`config.mk`:
```
export PLATFORM = sky130hd
export DESIGN_NAME = pit_timer
export DESIGN_NICKNAME = d
export VERILOG_FILES = /design/src/rtl/pit_pkg.sv /design/src/rtl/pit_ctrl.sv /design/src/rtl/pit_datapath.sv /design/src/rtl/pit_timer.sv
export SDC_FILE = /design/constraint.sdc
export NUM_CORES = 1
export LEC_CHECK = 0
export BUFFER_PORTS_ARGS = -buffer_cell sky130_fd_sc_hd__buf_2
export CAP_MARGIN = 20
export CORE_ASPECT_RATIO = 1.2
export CORE_MARGIN = 2
export CORE_UTILIZATION = 40
export CTS_BUF_LIST = sky130_fd_sc_hd__clkbuf_4
export DETAILED_ROUTE_END_ITERATION = 12
export PLACE_DENSITY_LB_ADDON = 0.12
export REMOVE_ABC_BUFFERS = 1
export SETUP_SLACK_MARGIN = 0.1
export SYNTH_ARGS = -nofsm -noshare
export SYNTH_HDL_FRONTEND = slang
export SYNTH_SLANG_ARGS = --single-unit
```
`constraint.sdc`:
```
create_clock -name clk -period 4.6 [get_ports clk]
set_input_delay 1.15 -clock clk [delete_from_list [all_inputs] [get_ports clk]]
set_output_delay 1.15 -clock clk [all_outputs]
set_load 0.03 [all_outputs]
```
`src/rtl/pit_pkg.sv`:
```
package pit_pkg;
  localparam int CR_W      = 26;
  localparam int PRE_W     = 12;
  localparam int SRC_W     = 2;
  localparam int NUM_SRC   = (1 << SRC_W) - 1;
  localparam int CR_EN     = 0;
  localparam int CR_MODE   = 1;
  localparam int CR_CIE    = 2;
  localparam int CR_RLD    = 3;
  localparam int CR_PRE_LO = 4;
  localparam int CR_SWR    = 16;
  localparam int CR_OVW    = 17;
  localparam int CR_SRC_LO = 24;
  localparam logic [CR_W-1:0] CR_SOFT_KEEP = 26'h03C_0003;
  localparam logic [CR_W-1:0] CR_SWR_MASK  = 26'h001_0000;

  localparam int OFS_CTRL = 0;
  localparam int OFS_STAT = 1;
  localparam int OFS_LOAD = 2;
  localparam int OFS_CMP  = 3;
  localparam int OFS_CNT  = 4;

  typedef struct packed {
    logic run;
    logic cntLoad;
    logic divClear;
  } pitStrobes_t;
endpackage

```
`src/rtl/pit_ctrl.sv`:
```
module pit_ctrl
  import pit_pkg::*;
#(
  parameter int DATA_W = 32,
  parameter int ADDR_W = 3
) (
  input  logic              clk,
  input  logic              rstN,
  input  logic              busValid,
  input  logic              busWrite,
  input  logic [ADDR_W-1:0] busAddr,
  input  logic [DATA_W-1:0] busWdata,
  output logic [DATA_W-1:0] busRdata,
  input  logic [DATA_W-1:0] cntQ,
  input  logic              matchHit,
  output pitStrobes_t       strobes,
  output logic [DATA_W-1:0] cntValue,
  output logic [CR_W-1:0]   crQ,
  output logic              srFlag,
  output logic [DATA_W-1:0] lrQ,
  output logic [DATA_W-1:0] cmpQ,
  output logic              irq
);
  localparam logic [DATA_W-1:0] ALL_ONES = '1;

  logic            wrEn, wrCtrl, wrStat, wrLoad, wrCmp;
  logic [CR_W-1:0] crIn, crStore;
  logic            softRst, enRise, restart, fieldChange;
  logic [DATA_W-1:0] loadBase;

  always_comb begin
    wrEn   = busValid & busWrite;
    wrCtrl = wrEn && (busAddr == ADDR_W'(OFS_CTRL));
    wrStat = wrEn && (busAddr == ADDR_W'(OFS_STAT));
    wrLoad = wrEn && (busAddr == ADDR_W'(OFS_LOAD));
    wrCmp  = wrEn && (busAddr == ADDR_W'(OFS_CMP));
  end

  assign crIn     = busWdata[CR_W-1:0];
  assign softRst  = wrCtrl & crIn[CR_SWR];
  assign crStore  = softRst ? (crIn & CR_SOFT_KEEP) : (crIn & ~CR_SWR_MASK);
  assign enRise   = wrCtrl & crStore[CR_EN] & ~crQ[CR_EN];
  assign restart  = enRise & crStore[CR_MODE];
  assign loadBase = softRst ? ALL_ONES : lrQ;
  assign fieldChange =
      (crStore[CR_PRE_LO +: PRE_W] != crQ[CR_PRE_LO +: PRE_W]) ||
      (crStore[CR_SRC_LO +: SRC_W] != crQ[CR_SRC_LO +: SRC_W]);

  always_comb begin
    strobes.run      = crQ[CR_EN];
    strobes.cntLoad  = softRst | restart | (wrLoad & crQ[CR_OVW]);
    strobes.divClear = softRst | (wrCtrl & fieldChange);
    if (restart)      cntValue = crStore[CR_RLD] ? loadBase : ALL_ONES;
    else if (softRst) cntValue = '0;
    else              cntValue = busWdata;
  end

  always_ff @(posedge clk or negedge rstN) begin
    if (!rstN) begin
      crQ    <= '0;
      srFlag <= 1'b0;
      lrQ    <= ALL_ONES;
      cmpQ   <= '0;
    end else begin
      if (wrCtrl) crQ <= crStore;
      if (softRst)     srFlag <= 1'b0;
      else if (matchHit) srFlag <= 1'b1;
      else if (wrStat && busWdata[0]) srFlag <= 1'b0;
      if (softRst)     lrQ <= ALL_ONES;
      else if (wrLoad) lrQ <= busWdata;
      if (softRst)     cmpQ <= '0;
      else if (wrCmp)  cmpQ <= busWdata;
    end
  end

  always_comb begin
    case (busAddr)
      ADDR_W'(OFS_CTRL): busRdata = DATA_W'(crQ);
      ADDR_W'(OFS_STAT): busRdata = DATA_W'(srFlag);
      ADDR_W'(OFS_LOAD): busRdata = lrQ;
      ADDR_W'(OFS_CMP):  busRdata = cmpQ;
      ADDR_W'(OFS_CNT):  busRdata = cntQ;
      default:           busRdata = '0;
    endcase
  end

  assign irq = srFlag & crQ[CR_CIE] & crQ[CR_EN];
endmodule

```
`src/rtl/pit_datapath.sv`:
```
module pit_datapath
  import pit_pkg::*;
#(
  parameter int DATA_W = 32
) (
  input  logic               clk,
  input  logic               rstN,
  input  pitStrobes_t        strobes,
  input  logic [DATA_W-1:0]  cntValue,
  input  logic [PRE_W-1:0]   presc,
  input  logic [SRC_W-1:0]   srcSel,
  input  logic [NUM_SRC-1:0] srcTicks,
  input  logic               reloadSel,
  input  logic [DATA_W-1:0]  lrQ,
  input  logic [DATA_W-1:0]  cmpQ,
  output logic [DATA_W-1:0]  cntQ,
  output logic               matchHit
);
  localparam logic [DATA_W-1:0] ALL_ONES = '1;

  logic [NUM_SRC:0]    srcVec;
  logic                srcPulse, divWrap, tick;
  logic [PRE_W-1:0]    divQ;
  logic [DATA_W-1:0]   stepVal;

  assign srcVec   = {srcTicks, 1'b0};
  assign srcPulse = srcVec[srcSel];
  assign divWrap  = (divQ == presc);
  assign tick     = strobes.run & srcPulse & divWrap;
  assign stepVal  = (cntQ == '0) ? (reloadSel ? lrQ : ALL_ONES) : (cntQ - 1'b1);
  assign matchHit = tick & ~strobes.cntLoad & (stepVal == cmpQ);

  always_ff @(posedge clk or negedge rstN) begin
    if (!rstN) begin
      divQ <= '0;
    end else if (strobes.divClear || !strobes.run || (srcSel == '0)) begin
      divQ <= '0;
    end else if (srcPulse) begin
      divQ <= divWrap ? '0 : divQ + 1'b1;
    end
  end

  always_ff @(posedge clk or negedge rstN) begin
    if (!rstN) begin
      cntQ <= '0;
    end else if (strobes.cntLoad) begin
      cntQ <= cntValue;
    end else if (tick) begin
      cntQ <= stepVal;
    end
  end
endmodule

```
`src/rtl/pit_timer.sv`:
```
module pit_timer
  import pit_pkg::*;
#(
  parameter int DATA_W = 32,
  parameter int ADDR_W = 3
) (
  input  logic               clk,
  input  logic               rstN,
  input  logic               busValid,
  input  logic               busWrite,
  input  logic [ADDR_W-1:0]  busAddr,
  input  logic [DATA_W-1:0]  busWdata,
  output logic [DATA_W-1:0]  busRdata,
  input  logic [NUM_SRC-1:0] srcTicks,
  output logic               irq
);
  pitStrobes_t       strobes;
  logic [DATA_W-1:0] cntValue, cntQ, lrQ, cmpQ;
  logic [CR_W-1:0]   crQ;
  logic              srFlag, matchHit;

  pit_ctrl #(.DATA_W(DATA_W), .ADDR_W(ADDR_W)) u_ctrl (
    .clk(clk), .rstN(rstN), .busValid(busValid), .busWrite(busWrite),
    .busAddr(busAddr), .busWdata(busWdata), .busRdata(busRdata),
    .cntQ(cntQ), .matchHit(matchHit), .strobes(strobes), .cntValue(cntValue),
    .crQ(crQ), .srFlag(srFlag), .lrQ(lrQ), .cmpQ(cmpQ), .irq(irq)
  );

  pit_datapath #(.DATA_W(DATA_W)) u_dp (
    .clk(clk), .rstN(rstN), .strobes(strobes), .cntValue(cntValue),
    .presc(crQ[CR_PRE_LO +: PRE_W]), .srcSel(crQ[CR_SRC_LO +: SRC_W]),
    .srcTicks(srcTicks), .reloadSel(crQ[CR_RLD]), .lrQ(lrQ), .cmpQ(cmpQ),
    .cntQ(cntQ), .matchHit(matchHit)
  );
endmodule

```
==> results by stage, run 1 <==
Worst hold path:
- For hold timing, the worst endpoint is u_ctrl.crQ[22]$_DFFE_PN0N_.
- In this run the worst hold path is classified as flip-flop to flip-flop.
- The hold-critical path depth is 2.
- In this run the most critical hold path is launched from u_ctrl.crQ[22]$_DFFE_PN0N_.

Logic synthesis:
- The post-synthesis cell area is 0.008777 mm².
- In this run, synthesis produced a sequential element count of between 100 and 150.
- For this run, asynchronously set or reset flops after synthesis account for 1.000.
- In the synthesized netlist, the number of instances is 1069.
- The count of flip-flops with a built-in enable after synthesis is 0.
- Of the post-synthesis cell area, the dominant cell type holds 0.2908.
- The number of unique standard cell types used by synthesis is 69.
- The largest area contributor in the synthesized netlist is sky130_fd_sc_hd__dfrtp_1.
- For this run, the register share of the synthesized area comes to 0.3866.
- In the post-synthesis netlist, the biggest area contributors are sky130_fd_sc_hd__dfrtp_1 (29%), sky130_fd_sc_hd__dfstp_2 (9.6%), sky130_fd_sc_hd__nand2_1 (8.5%).
- Among all flip-flop cells after synthesis, the most frequent one is sky130_fd_sc_hd__dfrtp_1.
- The count of warnings emitted by yosys is 0.
- The average cell area after synthesis is 8.211 µm².

Clock network:
- The post-cts hold buffer count is 0.
- The cell at the root of the clock tree is sky130_fd_sc_hd__clkbuf_4.
- The TritonCTS sink count is around 130.
- The post-CTS clock slew at the launch and capture registers of the worst setup and hold paths is around 0.14 ns.
- The clock latency on the worst-skew pair is just under 0.6 ns.
- The number of cells upsized or downsized after cts is 0.
- The setup fix buffers added after clock tree synthesis is 0.
- The maximum number of buffers from clock root to sink is 2.
- The H-tree generated during clock tree synthesis spans 4 levels.
- The total CTS buffers is 17.
- The CTS tree is yes.

Drt:
- After detailed routing, the number of vias per cell comes to 6.293.
- For this run, the detailed router's first-pass iteration total came to 5.
- The remaining antenna violation count after routing is 0.
- The final wirelength is roughly 35000 µm.
- After detailed routing, the average wire length per cell comes to 24.79 µm.
- The first-iteration detailed-routing DRC count is 845.
- The number of remaining DRC errors is 0.
- The via count is roughly 9000.

Layout:
- The filler cell count is about 2200.
- The library cell used most frequently in the layout, excluding fill and tap cells, is sky130_fd_sc_hd__nand2_1.
- The top cell types in the final layout, fill and taps aside, are sky130_fd_sc_hd__nand2_1 (198), sky130_fd_sc_hd__dfrtp_1 (102), sky130_fd_sc_hd__nor2_1 (77).
- The area growth from synthesis to layout is 12.96%.
- For this run, the post-layout net count is around 1200.
- The count of placed standard cells in the final layout, fillers left out is roughly 1400.
- The share of cells above drive strength 1 is 0.1896.
- Once layout is complete, the utilization of the core stands at 0.4584.

STA:
- The normalized max-slew margin is 0.4740.
- Setup violations remaining at the end of the flow were counted as 0.
- After layout, the minimum clock period comes to about 4.0 ns.
- For the pin with the worst max-slew slack, the measured transition is roughly 0.8 ns.
- Derived from the worst setup path, the maximum achievable clock frequency is 0.2471 GHz.
- Across the routed clock network, the largest skew measured is ~0.029 ns.
- The number of hold-slack violations in the final timing report is 0.
- Setup repair after global routing left no endpoint under its margin.
- The total count of max-transition violations in the final report is 0.
- The post-route clock period utilization is 0.8799.

Power:
- The total leakage power is approximately 4.3 nW.
- The maximum vdd ir drop is between 0.2 and 0.25 mV.
- The relative contribution of sequential cells to total power is 0.409.
- The total net switching power is around 0.0023 W.
- The power density relative to cell area is around 500 mW/mm².
- Of the total power, the clock network draws 0.163.
- Of the total power, the share spent switching nets is 0.4646.
- The internal power is approximately 0.0027 W.
- Of the total power, combinational logic draws 0.428.

Worst setup path:
- Of all nets on the critical path, the largest fanout is 12.
- The capture instance of the worst register-to-register path is u_ctrl.srFlag$_DFFE_PN0P_.
- The startpoint of the most critical setup path is busAddr[0].
- STA puts the critical path data required time at between 3 and 4 ns.
- The worst setup path is of the input pin to primary output kind.
- STA puts the critical path data arrival time at between 2 and 3 ns.
- The worst stage delay on the critical path is roughly 0.7 ns.
- The worst setup path is captured at a primary output.
- The startpoint identified for the worst register-to-register timing path is u_dp.cntQ[24]$_DFFE_PN0P_.
- The signal on the critical path passes through buf_2 > nor3b_2 > buf_4 > a22o_1 > a221o_1 > buf_2.
- The cell at the slowest stage of the critical path is sky130_fd_sc_hd__nor3b_2.
- Across all register-to-register paths, the minimum setup slack is 0.76 ns.
- Counting stages on the worst path, the most repeated cell is sky130_fd_sc_hd__buf_2.
- The category of the worst setup path launch point is an input pin.
- For the worst flop-to-flop path, the logic depth is 10.

Die:
- During I/O placement, the number of pins put on the boundary was 75.
- The die is between 100 and 150 µm wide.
- The starting density of the core is 0.4058.
- The die covers 0.02315 mm².
- In this run the standard cell core region covers between 0.02 and 0.025 mm².
- Row generation in the floorplan step produced 59 rows.
- The vertical die dimension is roughly 170 µm.

Global route:
- Entering global routing, the biggest net connects 78 pins.
- The global-route wire length before repair is between 50000 and 60000 µm.
- The global-route total usage across every layer is 0.3069.
- For this run the aggregate overflow at the end of global routing stands at 0.
- The number of antenna violations at the first check in global routing is 1.
- The via count of the first global-routing pass is 8691.

Placed design:
- The HPWL reported at the end of detailed placement is 25270 µm.
- At the end of routability-driven placement, the weighted congestion stood at just over 1.
- The cell count after placement is 1392.
- The count of port buffers added during placement is 74.

Status:
- The run finished with clean final reports.

Job:
- The number of max-cap violations is 0.
-- area by class of cell --
cell class                 instances  area [µm²]  share of cell area
multi-input combinational        834        5030              0.5073
sequential                       134        3393              0.3423
timing repair buffer             127       787.0             0.07938
tap                              274       342.8             0.03458
clock inverter                    15       145.1             0.01464
clock buffer                      17       127.6             0.01287
inverter                          23       86.33            0.008708
antenna                            1       2.502           0.0002524
-- Yosys cell counts (5+ instances only) --
| cell type | count |
|---|---|
| sky130_fd_sc_hd__a211oi_1 | 7 |
| sky130_fd_sc_hd__a21oi_1 | 54 |
| sky130_fd_sc_hd__a221o_1 | 24 |
| sky130_fd_sc_hd__a221oi_1 | 25 |
| sky130_fd_sc_hd__a22o_1 | 24 |
| sky130_fd_sc_hd__a31oi_1 | 12 |
| sky130_fd_sc_hd__and2_1 | 7 |
| sky130_fd_sc_hd__and3_1 | 11 |
| sky130_fd_sc_hd__buf_2 | 5 |
| sky130_fd_sc_hd__clkbuf_1 | 70 |
| sky130_fd_sc_hd__dfrtp_1 | 102 |
| sky130_fd_sc_hd__dfstp_2 | 32 |
| sky130_fd_sc_hd__inv_1 | 22 |
| sky130_fd_sc_hd__mux2_2 | 9 |
| sky130_fd_sc_hd__mux2i_1 | 10 |
| sky130_fd_sc_hd__nand2_1 | 198 |
| sky130_fd_sc_hd__nand2b_1 | 9 |
| sky130_fd_sc_hd__nand3_1 | 42 |
| sky130_fd_sc_hd__nand4_1 | 18 |
| sky130_fd_sc_hd__nor2_1 | 79 |
| sky130_fd_sc_hd__nor2b_1 | 7 |
| sky130_fd_sc_hd__nor3_1 | 23 |
| sky130_fd_sc_hd__nor3b_1 | 10 |
| sky130_fd_sc_hd__nor4_1 | 15 |
| sky130_fd_sc_hd__nor4bb_1 | 5 |
| sky130_fd_sc_hd__o211ai_1 | 14 |
| sky130_fd_sc_hd__o21ai_0 | 71 |
| sky130_fd_sc_hd__o22ai_1 | 12 |
| sky130_fd_sc_hd__o31ai_1 | 6 |
| sky130_fd_sc_hd__o32ai_1 | 5 |
| sky130_fd_sc_hd__or3_1 | 6 |
| sky130_fd_sc_hd__or4_1 | 7 |
| sky130_fd_sc_hd__xnor2_1 | 40 |
| sky130_fd_sc_hd__xor2_1 | 28 |
-- worst max-delay path by stage --
stage | end | cells past startpoint
floorplan | u_dp.cntQ[10]$_DFFE_PN0P_ | 6
finish | busRdata[24] | 6
detailed placement | busRdata[24] | 6
global placement | busRdata[24] | 6
CTS | busRdata[24] | 6
global route | busRdata[24] | 6
-- cell families after synthesis --
kind of cell,count (synthesis),share of synthesized area
xor+xnor,68,0.06786
simple gates,455,0.2476
compound gates,289,0.2268
flops,134,0.3866
buf+inv,101,0.04390
mux,19,0.02295
fa+ha+maj,3,0.004277
-- flip-flops by register name, summed over array words and instances, names as in the netlist --
register       count
u_ctrl.cmpQ       32
u_ctrl.lrQ        32
u_ctrl.crQ        25
u_dp.divQ         12
u_dp.cntQ         32
u_ctrl.srFlag      1
-- critical path: cells and delay by family --
kind / cells / cell delay (ns)
AOI/OAI and AO/OA: 2 / 0.27
buffers and inverters: 3 / 0.76
and+or+nand+nor: 1 / 0.70
-- power by group through the flow --
stage | Clock, W | Sequential, W | Combinational [W]
after floorplan | 0 | 0.00182 | 0.00145
after global placement | 0 | 0.00204 | 0.00210
after detailed placement | 0 | 0.00204 | 0.00210
after CTS | 0.000821 | 0.00202 | 0.00212
after global routing | 0.000879 | 0.00207 | 0.00232
final | 0.000813 | 0.00204 | 0.00213
-- routing by layer --
layer,part of all wire,GRT usage
met5,0,0
met4,0.041,0.1348
met3,0.065,0.04844
met2,0.49,0.5119
met1,0.40,0.3933
-- through the flow --
stage	hold WS, ns	area [µm²]	total power (W)	TNS (ns)	setup WS [ns]
5_1_grt	0.5351	9915	0.005273	0	0.5110
3_3_place_gp	0.4624	9639	0.004146	0	0.6169
6_report	0.5006	9915	0.004986	0	0.5523
2_1_floorplan	0.4502	8478	0.003272	-138.99	-2.393
4_1_cts	0.5016	9912	0.004959	0	0.5889
3_5_place_dp	0.4714	9639	0.004148	0	0.5871
Note: power is estimated with default switching activity, not from simulation.
==> run 2, diff against run 1 <==
==> constraint.sdc (replaced) <==
create_clock -name clk -period 4.6 [get_ports clk]
set_input_delay 1.15 -clock clk [delete_from_list [all_inputs] [get_ports clk]]
set_output_delay 1.15 -clock clk [all_outputs]
set_load 0.02 [all_outputs]
==> run 2 against run 1 <==
Against the previous run: clock-buffer cell count grew 1; combinational power barely moved; cell count down 0.14%; routed wire length is 1.2% lower; global-route usage down 0.32 points; sequential share of layout area decreased by 0.15 points; first-iteration DRC count increased by 2.4%; design area rose by 0.44%; clock skew increased by 0.0036 ns; largest power group unchanged.
==> results by stage, run 2 (same netlist as run 1, synthesis figures left out) <==
STA:
- The total negative slack was 0 ns (unchanged).
- The number of hold-slack violations in the final timing report came to 0 (unchanged).
- The worst setup skew after layout is 0.03267 ns (+0.003593 ns).
- The total count of max-transition violations in the final report is 0 (unchanged).
- The post-route clock period utilization is 0.8345 (-0.04542).
- The transition time at the pin with the least slew margin is 0.8016 ns (+0.01605 ns).
- The final setup violation count is 0 (unchanged).
- The setup slack of the critical path after layout is 0.7612 ns (+0.2089 ns).
- The normalized max-slew margin came to 0.4656 (-0.008406).
- The timing-limited maximum frequency is 0.2605 GHz (+5.4%).
- The clock period minus worst slack is 3.839 ns (-0.2089 ns).
- Setup repair after global routing left no endpoint under its margin.

Clock network:
- The maximum number of buffers from clock root to sink was 2 (unchanged).
- The post-cts hold buffer count is 0 (unchanged).
- TritonCTS built the clock tree.
- The cell at the root of the clock tree is sky130_fd_sc_hd__clkbuf_4.
- The post-CTS clock slew at the launch and capture registers of the worst setup and hold paths came to 0.11 ns (-0.03 ns).
- The clock latency on the worst-skew pair came to 0.57 ns (-0.02 ns).
- The TritonCTS sink count is 134 (unchanged).
- The setup fix buffers added after clock tree synthesis came to 0 (unchanged).
- The number of cells upsized or downsized after cts is 0 (unchanged).
- The depth of the CTS H-tree came to 4 (unchanged).
- The total CTS buffers is 17 (unchanged).

Global route:
- The global-route wire length before repair is 53990 µm (-0.38%).
- The via count of the first global-routing pass is 8586 (-1.2%).
- The global-route total usage across every layer is 0.3036 (-0.003220).
- The maximum number of pins on one net before global-route repair came to 78 (unchanged).
- The total grt overflow was 0 (unchanged).
- The number of antenna violations at the first check in global routing is 1 (unchanged).

Die:
- The total die area came to 0.02315 mm² (unchanged).
- The boundary pin count came to 75 (unchanged).
- The starting density of the core is 0.4058 (unchanged).
- The count of standard-cell rows is 59 (unchanged).
- The horizontal extent of the die is 139.2 µm (unchanged).
- The floorplan core area is 0.02163 mm² (unchanged).
- The vertical die dimension is 166.3 µm (unchanged).

Job:
- The number of max-cap violations is 0 (unchanged).

Power:
- The total net switching power was 0.002224 W (-4.0%).
- The power density relative to cell area came to 507.1 mW/mm² (+0.84%).
- The share of power burned in combinational logic came to 0.415 (-0.013).
- The clock share of power was 0.186 (+0.023).
- The switching part of the total power is 0.4404 (-0.02412).
- The maximum vdd ir drop is 0.2001 mV (-7.3%).
- The total leakage power is 4.280 nW (+0.55%).
- The relative contribution of sequential cells to total power is 0.399 (-0.010).
- The internal power is 0.002826 W (+5.8%).

Worst setup path:
- The capture instance of the worst register-to-register path is u_ctrl.srFlag$_DFFE_PN0P_.
- The endpoint type of the worst setup path is a primary output.
- The critical path data required time is 3.45 ns (about the same).
- The worst register-to-register path begins at u_dp.cntQ[24]$_DFFE_PN0P_.
- The startpoint-to-endpoint class of the critical path is input pin to primary output.
- The category of the worst setup path launch point is an input pin.
- The worst-path maximum fanout was 20 (+8).
- In this run the worst setup path begins at busAddr[0].
- The register-to-register setup slack is 0.85 ns (+0.09 ns).
- The number of cells traversed by the worst register-to-register path is 10 (unchanged).
- The data arrival time of the critical path is 2.69 ns (-0.21 ns).
- The critical path ends at busRdata[24].

Drt:
- The remaining antenna violation count after routing is 0 (unchanged).
- The total iterations of the first detailed-routing run was 5 (unchanged).
- The per-cell via count in the routed design came to 6.195 (-1.6%).
- The via count is 8815 (-1.7%).
- The wire length per cell after detailed routing is 24.54 µm (-1.0%).
- The number of remaining DRC errors was 0 (unchanged).
- The first-iteration detailed-routing DRC count is 865 (+2.4%).
- The final wirelength was 34920 µm (-1.2%).

Layout:
- The library cell used most frequently in the layout, excluding fill and tap cells, is sky130_fd_sc_hd__nand2_1.
- The share of cells above drive strength 1 is 0.1890 (-0.0005408).
- The count of placed standard cells in the final layout, fillers left out was 1423 (-0.14%).
- The filler cell count is 2205 (-1.8%).
- In the final layout, the registers with the most flip-flops are u_ctrl.cmpQ: 32 flops, u_ctrl.lrQ: 32 flops, u_dp.cntQ: 32 flops.
- From synthesis to final layout, the design area changed by 13.46%.
- The library cells used most frequently in the layout, excluding fill and tap cells, are sky130_fd_sc_hd__nand2_1 (198), sky130_fd_sc_hd__dfrtp_1 (102), sky130_fd_sc_hd__nor2_1 (77).
- The post-layout net count was 1180 (-0.17%).

Worst hold path:
- The path category of the worst min-delay check is flip-flop to flip-flop.
- The hold-critical path depth is 2 (unchanged).

Placed design:
- The cell count after placement is 1390 (-0.14%).
- The worst slack at placement was 0.7803 ns (+0.1932 ns).
- The HPWL reported at the end of detailed placement is 24710 µm (-2.2%).
- The count of port buffers added during placement is 74 (unchanged).
- The final weighted congestion of routability-driven global placement was 1.008 (-0.19%).

Status:
- The run finished with clean final reports.
[run 2: power by group through the flow]
| stage | Sequential, W | Clock, W | Combinational (W) |
|---|---|---|---|
| floorplan | 0.00182 | 0 | 0.00142 |
| global placement | 0.00202 | 0 | 0.00207 |
| detailed placement | 0.00202 | 0 | 0.00206 |
| CTS | 0.00200 | 0.000957 | 0.00208 |
| global route | 0.00205 | 0.00101 | 0.00229 |
| finish | 0.00201 | 0.000941 | 0.00210 |
[run 2: worst min-delay path by stage]
stage | from | endpoint | slack, ns
after floorplan | u_ctrl.crQ[22]$_DFFE_PN0N_ | u_ctrl.crQ[22]$_DFFE_PN0N_ | 0.45
after global placement | u_ctrl.crQ[23]$_DFFE_PN0N_ | u_ctrl.crQ[23]$_DFFE_PN0N_ | 0.49
after detailed placement | u_ctrl.crQ[22]$_DFFE_PN0N_ | u_ctrl.crQ[22]$_DFFE_PN0N_ | 0.49
after CTS | u_ctrl.lrQ[14]$_DFFE_PN1P_ | u_ctrl.lrQ[14]$_DFFE_PN1P_ | 0.51
after global routing | u_ctrl.crQ[23]$_DFFE_PN0N_ | u_ctrl.crQ[23]$_DFFE_PN0N_ | 0.54
final | u_ctrl.lrQ[14]$_DFFE_PN1P_ | u_ctrl.lrQ[14]$_DFFE_PN1P_ | 0.51
[run 2: final cells by class]
class / instances / area, µm² / area share
Clock inverter: 14 / 196.4 / 0.01973
Inverter: 23 / 86.33 / 0.008669
Tap cell: 274 / 342.8 / 0.03443
Sequential cell: 134 / 3393 / 0.3407
Timing Repair Buffer: 125 / 772.0 / 0.07752
Antenna cell: 1 / 2.502 / 0.0002513
Clock buffer: 18 / 135.1 / 0.01357
Multi-Input combinational cell: 834 / 5030 / 0.5051
[run 2: worst max-delay path, stage by stage]
cell	delay (ns)
sky130_fd_sc_hd__buf_2	0.28
sky130_fd_sc_hd__nor3_2	0.08
sky130_fd_sc_hd__buf_4	0.18
sky130_fd_sc_hd__buf_4	0.24
sky130_fd_sc_hd__a22o_1	0.27
sky130_fd_sc_hd__a221o_1	0.30
sky130_fd_sc_hd__buf_2	0.17
[run 2: layer usage]
layer | part of all wire | wire length, µm | up-vias | global-route usage
met5 | 0 | 0 | - | 0
met4 | 0.036 | 1248 | 0 | 0.1256
li1 | - | - | 4030 | -
met2 | 0.48 | 16890 | 371 | 0.4977
met3 | 0.058 | 2033 | 74 | 0.04325
met1 | 0.42 | 14740 | 4340 | 0.4031
[run 2: stage by stage]
| step | hold WS, ns | util | power (W) | area [µm²] |
|---|---|---|---|---|
| after global placement | 0.4864 | 0.4450 | 0.004092 | 9624 |
| after global routing | 0.5408 | 0.4604 | 0.005357 | 9958 |
| final | 0.5117 | 0.4604 | 0.005050 | 9958 |
| after floorplan | 0.4502 | - | 0.003240 | 8478 |
| after detailed placement | 0.4900 | 0.4450 | 0.004082 | 9624 |
| after CTS | 0.5149 | 0.4603 | 0.005031 | 9956 |
